[config.mk]
export PLATFORM = sky130hd
export DESIGN_NAME = edge_ctrl_slave
export DESIGN_NICKNAME = d
export VERILOG_FILES = /design/src/rtl/edge_ctrl_pkg.sv /design/src/rtl/edge_ctrl_bus.sv /design/src/rtl/edge_ctrl_regs.sv /design/src/rtl/edge_ctrl_slave.sv
export SDC_FILE = /design/constraint.sdc
export NUM_CORES = 1
export LEC_CHECK = 0
export ABC_CLOCK_PERIOD_IN_PS = 1320
export BUFFER_PORTS_ARGS = -buffer_cell sky130_fd_sc_hd__buf_4
export CAP_MARGIN = 20
export CORE_UTILIZATION = 37
export DETAILED_ROUTE_END_ITERATION = 8
export PLACE_DENSITY_LB_ADDON = 0.3
export SLEW_MARGIN = 0
export SYNTH_ARGS = -nofsm -noshare
export SYNTH_HDL_FRONTEND = slang
export SYNTH_SLANG_ARGS = --single-unit
[constraint.sdc]
create_clock -name clk -period 1.32 [get_ports clk]
set_input_delay 0.198 -clock clk [delete_from_list [all_inputs] [get_ports clk]]
set_output_delay 0.198 -clock clk [all_outputs]
set_load 0.1 [all_outputs]
[src/rtl/edge_ctrl_pkg.sv]
package edge_ctrl_pkg;
  localparam int unsigned IDX_W = 2;

  typedef enum logic [IDX_W-1:0] {
    IDX_CMD    = 2'd0,
    IDX_BASE   = 2'd1,
    IDX_THRESH = 2'd2,
    IDX_STATUS = 2'd3
  } reg_idx_t;

  // strobes from bus control to the register datapath
  typedef struct packed {
    logic     wrCmd;
    logic     wrBase;
    logic     wrThresh;
    logic     wrStatus;
    logic     rdEn;
    reg_idx_t rdSel;
  } ctrl_strobe_t;
endpackage

[src/rtl/edge_ctrl_bus.sv]
module edge_ctrl_bus
  import edge_ctrl_pkg::*;
#(
  parameter int unsigned ADDR_W = 32
) (
  input  logic              clk,
  input  logic              rstN,
  input  logic              hsel,
  input  logic [ADDR_W-1:0] haddr,
  input  logic [1:0]        htrans,
  input  logic              hwrite,
  input  logic              hready,
  output ctrl_strobe_t      strobe
);
  localparam int unsigned LOW_W = IDX_W + 2;

  logic     pendValid;
  logic     pendWrite;
  logic     pendMapped;
  reg_idx_t pendIdx;
  logic     accept;
  logic     doWr;

  assign accept = hsel && hready && htrans[1];

  always_ff @(posedge clk) begin
    if (!rstN) begin
      pendValid  <= 1'b0;
      pendWrite  <= 1'b0;
      pendMapped <= 1'b0;
      pendIdx    <= IDX_CMD;
    end else begin
      pendValid <= accept;
      if (accept) begin
        pendWrite  <= hwrite;
        pendMapped <= (haddr[ADDR_W-1:LOW_W] == '0);
        pendIdx    <= reg_idx_t'(haddr[LOW_W-1:2]);
      end
    end
  end

  assign doWr = pendValid && pendWrite && pendMapped;

  always_comb begin
    strobe.wrCmd    = doWr && (pendIdx == IDX_CMD);
    strobe.wrBase   = doWr && (pendIdx == IDX_BASE);
    strobe.wrThresh = doWr && (pendIdx == IDX_THRESH);
    strobe.wrStatus = doWr && (pendIdx == IDX_STATUS);
    strobe.rdEn     = pendValid && !pendWrite && pendMapped;
    strobe.rdSel    = pendIdx;
  end
endmodule

[src/rtl/edge_ctrl_regs.sv]
module edge_ctrl_regs
  import edge_ctrl_pkg::*;
#(
  parameter int unsigned DATA_W   = 32,
  parameter int unsigned THRESH_W = 11
) (
  input  logic                clk,
  input  logic                rstN,
  input  ctrl_strobe_t        strobe,
  input  logic [DATA_W-1:0]   hwdata,
  input  logic                scanDone,
  output logic [DATA_W-1:0]   hrdata,
  output logic                scanStart,
  output logic                scanStop,
  output logic [DATA_W-1:0]   frameBase,
  output logic [THRESH_W-1:0] threshold,
  output logic                busy,
  output logic                done
);
  localparam int unsigned START_BIT = 0;
  localparam int unsigned STOP_BIT  = 1;
  localparam int unsigned BUSY_BIT  = 0;
  localparam int unsigned DONE_BIT  = 1;

  logic startReq;
  logic stopReq;
  logic clearReq;

  assign stopReq  = strobe.wrCmd && hwdata[STOP_BIT];
  assign startReq = strobe.wrCmd && hwdata[START_BIT] && !hwdata[STOP_BIT] && !busy;
  assign clearReq = strobe.wrStatus && hwdata[DONE_BIT];

  always_ff @(posedge clk) begin
    if (!rstN) begin
      frameBase <= '0;
      threshold <= '0;
      busy      <= 1'b0;
      done      <= 1'b0;
      scanStart <= 1'b0;
      scanStop  <= 1'b0;
    end else begin
      if (strobe.wrBase)   frameBase <= hwdata;
      if (strobe.wrThresh) threshold <= hwdata[THRESH_W-1:0];
      scanStart <= startReq;
      scanStop  <= stopReq;
      if (stopReq)        busy <= 1'b0;
      else if (startReq)  busy <= 1'b1;
      else if (scanDone)  busy <= 1'b0;
      if (scanDone)       done <= 1'b1;
      else if (clearReq)  done <= 1'b0;
    end
  end

  always_comb begin
    hrdata = '0;
    if (strobe.rdEn) begin
      unique case (strobe.rdSel)
        IDX_BASE:   hrdata = frameBase;
        IDX_THRESH: hrdata[THRESH_W-1:0] = threshold;
        IDX_STATUS: begin
          hrdata[BUSY_BIT] = busy;
          hrdata[DONE_BIT] = done;
        end
        default:    hrdata = '0;
      endcase
    end
  end
endmodule

[src/rtl/edge_ctrl_slave.sv]
module edge_ctrl_slave
  import edge_ctrl_pkg::*;
#(
  parameter int unsigned ADDR_W   = 32,
  parameter int unsigned DATA_W   = 32,
  parameter int unsigned THRESH_W = 11
) (
  input  logic                clk,
  input  logic                rstN,
  input  logic                hsel,
  input  logic [ADDR_W-1:0]   haddr,
  input  logic [1:0]          htrans,
  input  logic                hwrite,
  input  logic [DATA_W-1:0]   hwdata,
  input  logic                hready,
  output logic [DATA_W-1:0]   hrdata,
  output logic                hreadyout,
  output logic                hresp,
  output logic                scanStart,
  output logic                scanStop,
  input  logic                scanDone,
  output logic [DATA_W-1:0]   frameBase,
  output logic [THRESH_W-1:0] threshold
);
  ctrl_strobe_t strobe;
  logic         busyQ;
  logic         doneQ;

  assign hreadyout = 1'b1;
  assign hresp     = 1'b0;

  edge_ctrl_bus #(.ADDR_W(ADDR_W)) bus_i (
    .clk(clk), .rstN(rstN), .hsel(hsel), .haddr(haddr), .htrans(htrans),
    .hwrite(hwrite), .hready(hready), .strobe(strobe)
  );

  edge_ctrl_regs #(.DATA_W(DATA_W), .THRESH_W(THRESH_W)) regs_i (
    .clk(clk), .rstN(rstN), .strobe(strobe), .hwdata(hwdata),
    .scanDone(scanDone), .hrdata(hrdata), .scanStart(scanStart),
    .scanStop(scanStop), .frameBase(frameBase), .threshold(threshold),
    .busy(busyQ), .done(doneQ)
  );
endmodule

==> results.md, run 1 <==
STA:
- The final max-slew violation count is 0.
- Across the routed clock network, the largest skew measured is roughly 0.0053 ns.
- In the finished design, the share of the clock period the worst path needs comes to 138%.
- The maximum frequency from static timing analysis is around 550 MHz.
- The count of endpoints failing hold in the final timing report is 0.
- After routing, the total negative slack on setup checks comes to -16.62 ns.
- The final setup violation count is 64.
- Setup repair after global routing could not meet its margin everywhere.
- For the finished layout, the period the worst path requires is 1.82 ns.
- The tightest hold path in the finished design has a slack of between 0.1 and 0.15 ns.
- Once routing completed, OpenROAD measured the worst setup slack at -0.503 ns.

Flow run:
- The reported max-cap violation count is 0.

Cells and area:
- Relative to the synthesized area, the layout overhead comes to 97.5%.
- The layout filler cell count is 417.
- The layout cell share with drive strength beyond 1 is 60.4%.
- Summing all multi-input logic gate instances after layout gives 0.00141 mm².
- The area of all sequential standard cells is between 0.001 and 0.0015 mm².
- The count of antenna diodes in the layout is 0.
- The net count of the finished layout is 526.

Yosys:
- The share of synthesized area in the top cell type comes to 46.4%.
- The async set-or-reset flop fraction in the synthesized netlist is 0%.
- Yosys printed 0 warnings.
- In this run the cell area of the synthesized design comes to 0.00225 mm².
- Synthesis inferred 52 register bits.
- The commonest cells after synthesis are sky130_fd_sc_hd__nand2_1 (95), sky130_fd_sc_hd__dfxtp_1 (52), sky130_fd_sc_hd__a21oi_1 (45).
- The cell count after synthesis came out at about 300.
- The post-synthesis cell type with the largest combined area is sky130_fd_sc_hd__dfxtp_1.
- Dividing the synthesized area by the synthesized cell count gives 7.56 µm².
- The cell with the most instances after synthesis is sky130_fd_sc_hd__nand2_1.
- The main flop type after synthesis is sky130_fd_sc_hd__dfxtp_1.
- In this run, distinct cell masters in the synthesized netlist total 24.
- The post-synth net total is roughly 370.
- The number of enable-type register cells in the synthesized netlist is 0.
- Of the synthesized area, sequential elements account for 46.4%.
- After synthesis, the cell types taking the most area are sky130_fd_sc_hd__dfxtp_1 (46%), sky130_fd_sc_hd__nand2_1 (16%), sky130_fd_sc_hd__a21oi_1 (10%).

GRT:
- The maximum number of pins on one net before global-route repair is 33.
- The number of global-route vias before repair was approximately 2600.
- Summed over all layers, the global routing overflow is 0.
- The number of antenna violations at the first check in global routing is 0.
- The first global-routing pass estimated between 10000 and 15000 µm of wire.
- In the global route stage, overall resource usage came out at roughly a quarter.

Critical path:
- The critical path required time is 1.12 ns.
- Counting both buffers and inverters, the worst setup path holds a total of 3.
- The critical path goes through inv_4, ha_4, a222oi_1, buf_4, nor3_4, buf_12.
- The endpoint identified for the worst register-to-register timing path is regs_i.frameBase[28].
- The internal reg-to-reg setup slack is -0.13 ns.
- The cell type group with the largest total delay on the critical path is buffers and inverters.
- The critical setup path kind is reg -> out.
- The worst setup path is captured at a primary output.
- On the critical path, the stage with the largest delay is an instance of sky130_fd_sc_hd__dfxtp_4.
- In this run the critical register-to-register path is launched from bus_i.pendIdx[1].
- For the worst flop-to-flop path, the logic depth is 7.
- The largest stage delay on the critical path is approximately 0.38 ns.
- Of all nets on the critical path, the largest fanout is 4.
- The critical path launch point type is a flop.
- At the worst endpoint, the arrival time is 1.62 ns.

CTS:
- The number of clock buffers added by TritonCTS is 5.
- The register clock-pin slew on the reported worst setup and hold paths is about 0.090 ns.
- The clock passes through at most 2 buffers.
- Clock tree synthesis found a total of 52 sinks.
- The root buffer cell chosen for the clock tree is sky130_fd_sc_hd__clkbuf_8.
- TritonCTS built the clock tree.
- The clock latency at the later pin of the worst-skew pair is about 0.30 ns.
- The clock tree synthesis step divided the H-tree into 2 levels.

Min path:
- In this run the worst hold path is classified as in -> reg.
- The worst hold path was traced through 3 stages.
- The worst hold path endpoint is regs_i.done.
- The startpoint of the tightest hold check path is scanDone.

Placement:
- The quantity of I/O buffers inserted on ports is around 150.
- Detailed placement finished with a half-perimeter wire length of between 5000 and 6000 µm.
- Routability-driven placement finished with a final weighted congestion of 0.760.

Detailed routing:
- The number of detailed-route iterations in the first pass is 4.
- The total routed wirelength is between 8000 and 9000 µm.
- The remaining number of nets flagged by the antenna check after routing is 0.
- The remaining design rule violation count is 0.
- Summing over every cut layer, the via total after detailed routing is about 2700.
- The detailed-route vias per instance is slightly above 5.
- The detailed router finished its first iteration with 77 violations.
- In the final routed layout, each cell accounts on average for 15.4 µm.

Floorplan:
- Measured along the y axis, the die boundary spans 79.9 µm.
- The initialized floorplan defines 28 standard-cell rows.
- The starting density of the core is 38.2%.
- The area enclosed by the die boundary is about 0.0064 mm².
- In this run the standard cell core region covers slightly below 0.006 mm².
- The die extent in x is around 80 µm.
- For this design the top-level I/O count stands at roughly 150.

Power:
- The leakage component of the power is 0.00180 µW.
- The power per cell area is between 600 and 700 mW/mm².
- The sequential share of power is a little under three fifths.
- Overall power consumption after layout is estimated at 2790 µW.
- The proportion of total power due to net switching is 23.6%.
- For this design the total switching power over the nets is 657 µW.
- VDD sags by at most roughly 460 µV.
- The clock power share is between 30% and 40%.
- The share of total power dissipated in combinational logic is 10.7%.
- Internal power comes to 2130 µW.

Outcome:
- The checks that failed: setup timing.
- The run finished, with violations left.
-- state kept, by name (all words and copies together), names as in the netlist --
name,flops
regs_i.frameBase,32
regs_i.threshold,11
bus_i.pendIdx,2
bus_i.pendMapped,1
bus_i.pendValid,1
bus_i.pendWrite,1
regs_i.busy,1
regs_i.done,1
regs_i.scanStart,1
regs_i.scanStop,1
-- stage by stage --
stage | std cells | setup slack [ns] | util, % | cell area (µm²)
2_1_floorplan | 297 | -0.467 | - | 2630
3_3_place_gp | 513 | -0.276 | 66.0 | 3890
3_5_place_dp | 513 | -0.300 | 66.0 | 3890
4_1_cts | 523 | -0.486 | 74.3 | 4370
5_1_grt | 525 | -0.556 | 75.4 | 4440
6_report | 525 | -0.503 | 75.4 | 4440
-- worst max path at each step --
stage                end              from  cells past startpoint  slack (ns)
6_report       hrdata[1]  bus_i.pendIdx[1]                      6       -0.50
3_3_place_gp   hrdata[0]  bus_i.pendIdx[1]                      6       -0.28
3_5_place_dp   hrdata[0]  bus_i.pendIdx[1]                      6       -0.30
2_1_floorplan  hrdata[1]  bus_i.pendIdx[0]                      5       -0.47
4_1_cts        hrdata[2]  bus_i.pendIdx[0]                      5       -0.49
5_1_grt        hrdata[1]  bus_i.pendIdx[1]                      6       -0.56
-- power groups by stage --
| stage | clock network [µW] | logic, µW | registers [µW] |
|---|---|---|---|
| after floorplan | 0 | 98.8 | 1580 |
| after global placement | 0 | 279 | 1580 |
| after detailed placement | 0 | 285 | 1580 |
| after CTS | 966 | 294 | 1540 |
| after global routing | 1040 | 316 | 1540 |
| final | 947 | 299 | 1540 |
-- routing by layer --
metal | global-route usage [%] | wire length (µm) | vias to the layer above
met4 | 7.32 | 131 | 0
met2 | 45.4 | 4160 | 107
met3 | 5.60 | 523 | 13
li1 | - | - | 1309
met1 | 28.1 | 3280 | 1245
met5 | 0 | 0 | -
-- cell usage in the layout (no fill, tap or decap), types with 2 or more instances in the layout --
master,netlist,layout
sky130_fd_sc_hd__a21oi_1,45,44
sky130_fd_sc_hd__a222oi_1,2,2
sky130_fd_sc_hd__a22oi_1,9,3
sky130_fd_sc_hd__a22oi_2,0,6
sky130_fd_sc_hd__and2_4,0,2
sky130_fd_sc_hd__and3_4,0,22
sky130_fd_sc_hd__buf_12,0,21
sky130_fd_sc_hd__buf_4,2,124
sky130_fd_sc_hd__buf_6,0,2
sky130_fd_sc_hd__buf_8,0,18
sky130_fd_sc_hd__clkbuf_8,0,6
sky130_fd_sc_hd__conb_1,2,2
sky130_fd_sc_hd__dfxtp_1,52,4
sky130_fd_sc_hd__dfxtp_2,0,28
sky130_fd_sc_hd__dfxtp_4,0,20
sky130_fd_sc_hd__ha_1,5,3
sky130_fd_sc_hd__ha_4,0,2
sky130_fd_sc_hd__inv_4,0,3
sky130_fd_sc_hd__mux2i_1,3,3
sky130_fd_sc_hd__nand2_1,95,92
sky130_fd_sc_hd__nand2_8,0,2
sky130_fd_sc_hd__nand2b_1,2,2
sky130_fd_sc_hd__nand3_1,2,2
sky130_fd_sc_hd__nor2_1,15,5
sky130_fd_sc_hd__nor2_4,0,10
sky130_fd_sc_hd__nor3_4,0,2
sky130_fd_sc_hd__nor4_1,7,7
sky130_fd_sc_hd__or4_1,2,2
-- area by class of cell --
cell class / instances / share of cell area, %
repair buffers: 166 / 37.6
multi-input cells: 220 / 31.8
flip-flops and latches: 52 / 25.9
well taps: 75 / 2.12
clock buffers: 7 / 1.95
inverters: 4 / 0.451
clock inverters: 1 / 0.141
-- tightest hold or removal path: stages --
cell and delay, ns:
sky130_fd_sc_hd__buf_4 0.08, sky130_fd_sc_hd__a21oi_1 0.03, sky130_fd_sc_hd__nor2_1 0.07
-- what timing repair did --
item                       CTS  global route
resized for setup           95             8
buffers inserted             2             0
pin swaps                    7             1
gates cloned                 0             2
hold buffers                 0             0
setup endpoints to repair   75            78
-- cells by family after synthesis --
logic type                 after synthesis  share of synthesized area, %
buffers and inverters                   26                          4.85
other                                    2                         0.334
muxes                                    3                          1.34
and+or+nand+nor                        152                          29.9
DFF                                     52                          46.4
adders and majority gates                5                          2.79
AOI/OAI and AO/OA                       57                          14.4
Power figures use the tool's default switching activity.
==> run 2: changes to the inputs <==
--- a/config.mk
+++ b/config.mk
@@ -5,10 +5,10 @@
 export SDC_FILE = /design/constraint.sdc
 export NUM_CORES = 1
 export LEC_CHECK = 0
-export ABC_CLOCK_PERIOD_IN_PS = 1320
+export ABC_CLOCK_PERIOD_IN_PS = 2300
 export BUFFER_PORTS_ARGS = -buffer_cell sky130_fd_sc_hd__buf_4
 export CAP_MARGIN = 20
-export CORE_UTILIZATION = 37
+export CORE_UTILIZATION = 45
 export DETAILED_ROUTE_END_ITERATION = 8
 export PLACE_DENSITY_LB_ADDON = 0.3
 export SLEW_MARGIN = 0
==> constraint.sdc (replaced) <==
create_clock -name clk -period 2.3 [get_ports clk]
set_input_delay 0.345 -clock clk [delete_from_list [all_inputs] [get_ports clk]]
set_output_delay 0.345 -clock clk [all_outputs]
set_load 0.1 [all_outputs]
==> results.md, run 2 (synthesis results as in run 1) <==
Power:
- The maximum VDD drop is between 300 and 400 µV.
- For this design the total switching power over the nets is ~360 µW.
- The combinational fraction of design power is a little under a tenth.
- The power per cell area is about 440 mW/mm².
- The proportion of total power due to net switching is ~23%.
- The completed layout was analyzed and its total power is 1590 µW.
- Of the total power, registers draw 56.8%.
- Cell internal power was estimated by the tool at between 1000 and 1500 µW.
- For this design the static power due to leakage is between 0.0015 and 0.002 µW.
- The clock power share is 33.7%.

CTS:
- The total number of H-tree levels is 2.
- The total of hold buffers inserted after clock tree synthesis is 0.
- The CTS root buffer is sky130_fd_sc_hd__clkbuf_8.
- The clock tree buffer depth is 2.
- The CTS tree is yes.
- The register clock-pin slew on the reported worst setup and hold paths is about 0.090 ns.
- The number of buffers added by the clock tree synthesis step is 5.
- CTS saw between 50 and 60 sinks.
- The later pin in the worst-skew pair is clocked with a latency of just over 0.3 ns.

Cells and area:
- In the final layout, the registers with the most flip-flops are regs_i.frameBase x32, regs_i.threshold x11, bus_i.pendIdx x2.
- Counting the fill cells in the layout gives 381.
- Measured on the finished design, the core utilization comes to between 70 and 80%.
- The net count of the finished layout is roughly 510.
- The relative area change from synthesis to final layout is 59.4%.
- The area of all sequential standard cells is ~0.0010 mm².
- The library cells used most frequently in the layout, excluding fill and tap cells, are sky130_fd_sc_hd__buf_4 (154), sky130_fd_sc_hd__nand2_1 (95), sky130_fd_sc_hd__dfxtp_1 (48).
- The flip-flop count of the largest register, all copies and words added is 32.
- The finished cells cover between 0.003 and 0.004 mm².
- 0 antenna diodes ended up in the layout.
- The multi-input combinational cell area is around 0.0012 mm².
- The most common cell after layout, fill and taps aside is sky130_fd_sc_hd__buf_4.
- The largest register by flop count is regs_i.frameBase.
- Of the cells placed in the final design, the portion with a size suffix greater than 1 is between 40 and 50%.

Detailed routing:
- The count of routing violations after the opening detailed-route iteration is about 110.
- After detailed routing, the total wire length is ~6800 µm.
- Summing over every cut layer, the via total after detailed routing is around 2600.
- The highest signal layer in the routed design is met4.
- Dividing the detail-routed wire length by the instance count gives 13.4 µm.
- The remaining design rule violation count is 0.
- The detailed-route vias per instance is 5.06.
- The routed metal-1 wire length is 2610 µm.
- Before antenna repair, the detailed router went through 5 iterations.
- In the detailed route, the total length drawn on met3 is ~550 µm.
- The remaining number of nets flagged by the antenna check after routing is 0.
- Summed over all nets, wire length on met2 after detailed routing comes to 3430 µm.

GRT:
- The wire length of the first global-routing pass is around 11000 µm.
- The maximum number of pins on one net before global-route repair is 31.
- The overflow left after global routing is 0.
- The total global routing track utilization is approximately a quarter.
- The number of global-route vias before repair is approximately 2300.
- The number of antenna violations at the first check in global routing was 0.

Critical path:
- The critical path required time is about 2 ns.
- For the worst setup path, the data arrival time is between 1.5 and 2 ns.
- The internal reg-to-reg setup slack is 0.72 ns.
- Along the worst path, the maximum fanout reaches 4.
- The critical path is of the reg -> out type.
- The worst setup path is captured at a primary output.
- The critical path launch point type is a flop.

Floorplan:
- Once the floorplan was initialized, standard cells occupied between 40% and 50% of the core.
- The die is 72.6 µm wide.
- In this run the standard cell core region covers around 0.0048 mm².
- In this run the vertical extent of the chip is approximately 73 µm.
- The count of pins on the block boundary is between 150 and 200.
- In this run the core area contains 25 standard-cell rows.
- The area enclosed by the die boundary is between 0.005 and 0.006 mm².

STA:
- The final max-slew violation count is 0.
- The count of endpoints failing hold in the final timing report was 0.
- Setup repair after global routing left no endpoint under its margin.
- At the pin with the least slew margin, the transition time is roughly 0.52 ns.
- Setup violations remaining at the end of the flow were counted as 0.
- In the finished design, the share of the clock period the worst path needs comes to approximately 97%.
- Between clock sinks in the finished design, the worst skew comes to around 0.0046 ns.
- Subtracting the final worst setup slack from the clock period gives between 2 and 2.5 ns.
- The maximum frequency from static timing analysis is approximately 450 MHz.
- The headroom to the max-slew limit is about 65%.
- The setup slack after layout is around 0.08 ns.
- After routing, the total negative slack on setup checks comes to 0 ns.

Flow run:
- Across the run, the number of max-cap violations was 0.

Placement:
- The final weighted congestion in routability-driven placement is a little under 0.8.
- Buffers placed on the I/O ports in this run total 145.
- The placement-stage worst setup slack is between 0.2 and 0.3 ns.
- The post-placement cell area is between 0.003 and 0.004 mm².
- The HPWL after detailed placement is 5090 µm.

Outcome:
- The flow ran to the end, and the final reports show no timing, DRC or antenna violations.

Min path:
- The type of the tightest min-delay check is in -> reg.
[run 2: power by group through the flow]
| stage | combinational, µW | sequential, µW | clock, µW |
|---|---|---|---|
| after floorplan | 49.4 | 926 | 0 |
| after global placement | 146 | 926 | 0 |
| after detailed placement | 149 | 927 | 0 |
| after CTS | 150 | 905 | 545 |
| after global routing | 161 | 906 | 582 |
| final | 150 | 906 | 537 |
[run 2: path summary, 6_finish.rpt]
path / startpoint / endpoint / depth (start not counted)
worst max register to register: bus_i.pendIdx[1] / regs_i.frameBase[4] / 7
worst min-delay path: hwdata[1] / regs_i.scanStart / 2
worst min register to register: regs_i.frameBase[25] / regs_i.frameBase[25] / 2
worst max-delay path: bus_i.pendIdx[1] / hrdata[0] / 5
[run 2: timing repair]
item | CTS | global route
resized for setup | 1 | 1
setup buffers | 0 | 0
pin swaps | 1 | 1
hold endpoints to repair | 0 | 0
endpoints found under the setup margin | 2 | 1
[run 2: critical path, cell delays in order, from the launching register on]
cell and delay (ns):
sky130_fd_sc_hd__dfxtp_1 0.40, sky130_fd_sc_hd__inv_1 0.10, sky130_fd_sc_hd__ha_1 0.23, sky130_fd_sc_hd__a222oi_1 0.53, sky130_fd_sc_hd__nor3_4 0.07, sky130_fd_sc_hd__buf_4 0.25
[run 2: layer usage]
metal	vias to the layer above	global-route usage, %
met5	-	0
met3	19	6.22
met2	116	45.5
met1	1144	29.2
met4	0	12.9
li1	1275	-
[run 2: per-stage QoR]
stage	hold slack (ns)	cells
6_report	0.248	505
3_3_place_gp	0.454	497
5_1_grt	0.255	505
3_5_place_dp	0.457	497
4_1_cts	0.236	505
2_1_floorplan	0.424	297
[run 2: final cells by class]
cell class	instances	area share, %
tap	67	2.34
clock buffer	7	2.41
timing repair buffer	155	32.6
clock inverter	1	0.210
sequential	52	29.2
multi-input combinational	219	32.8
inverter	4	0.419
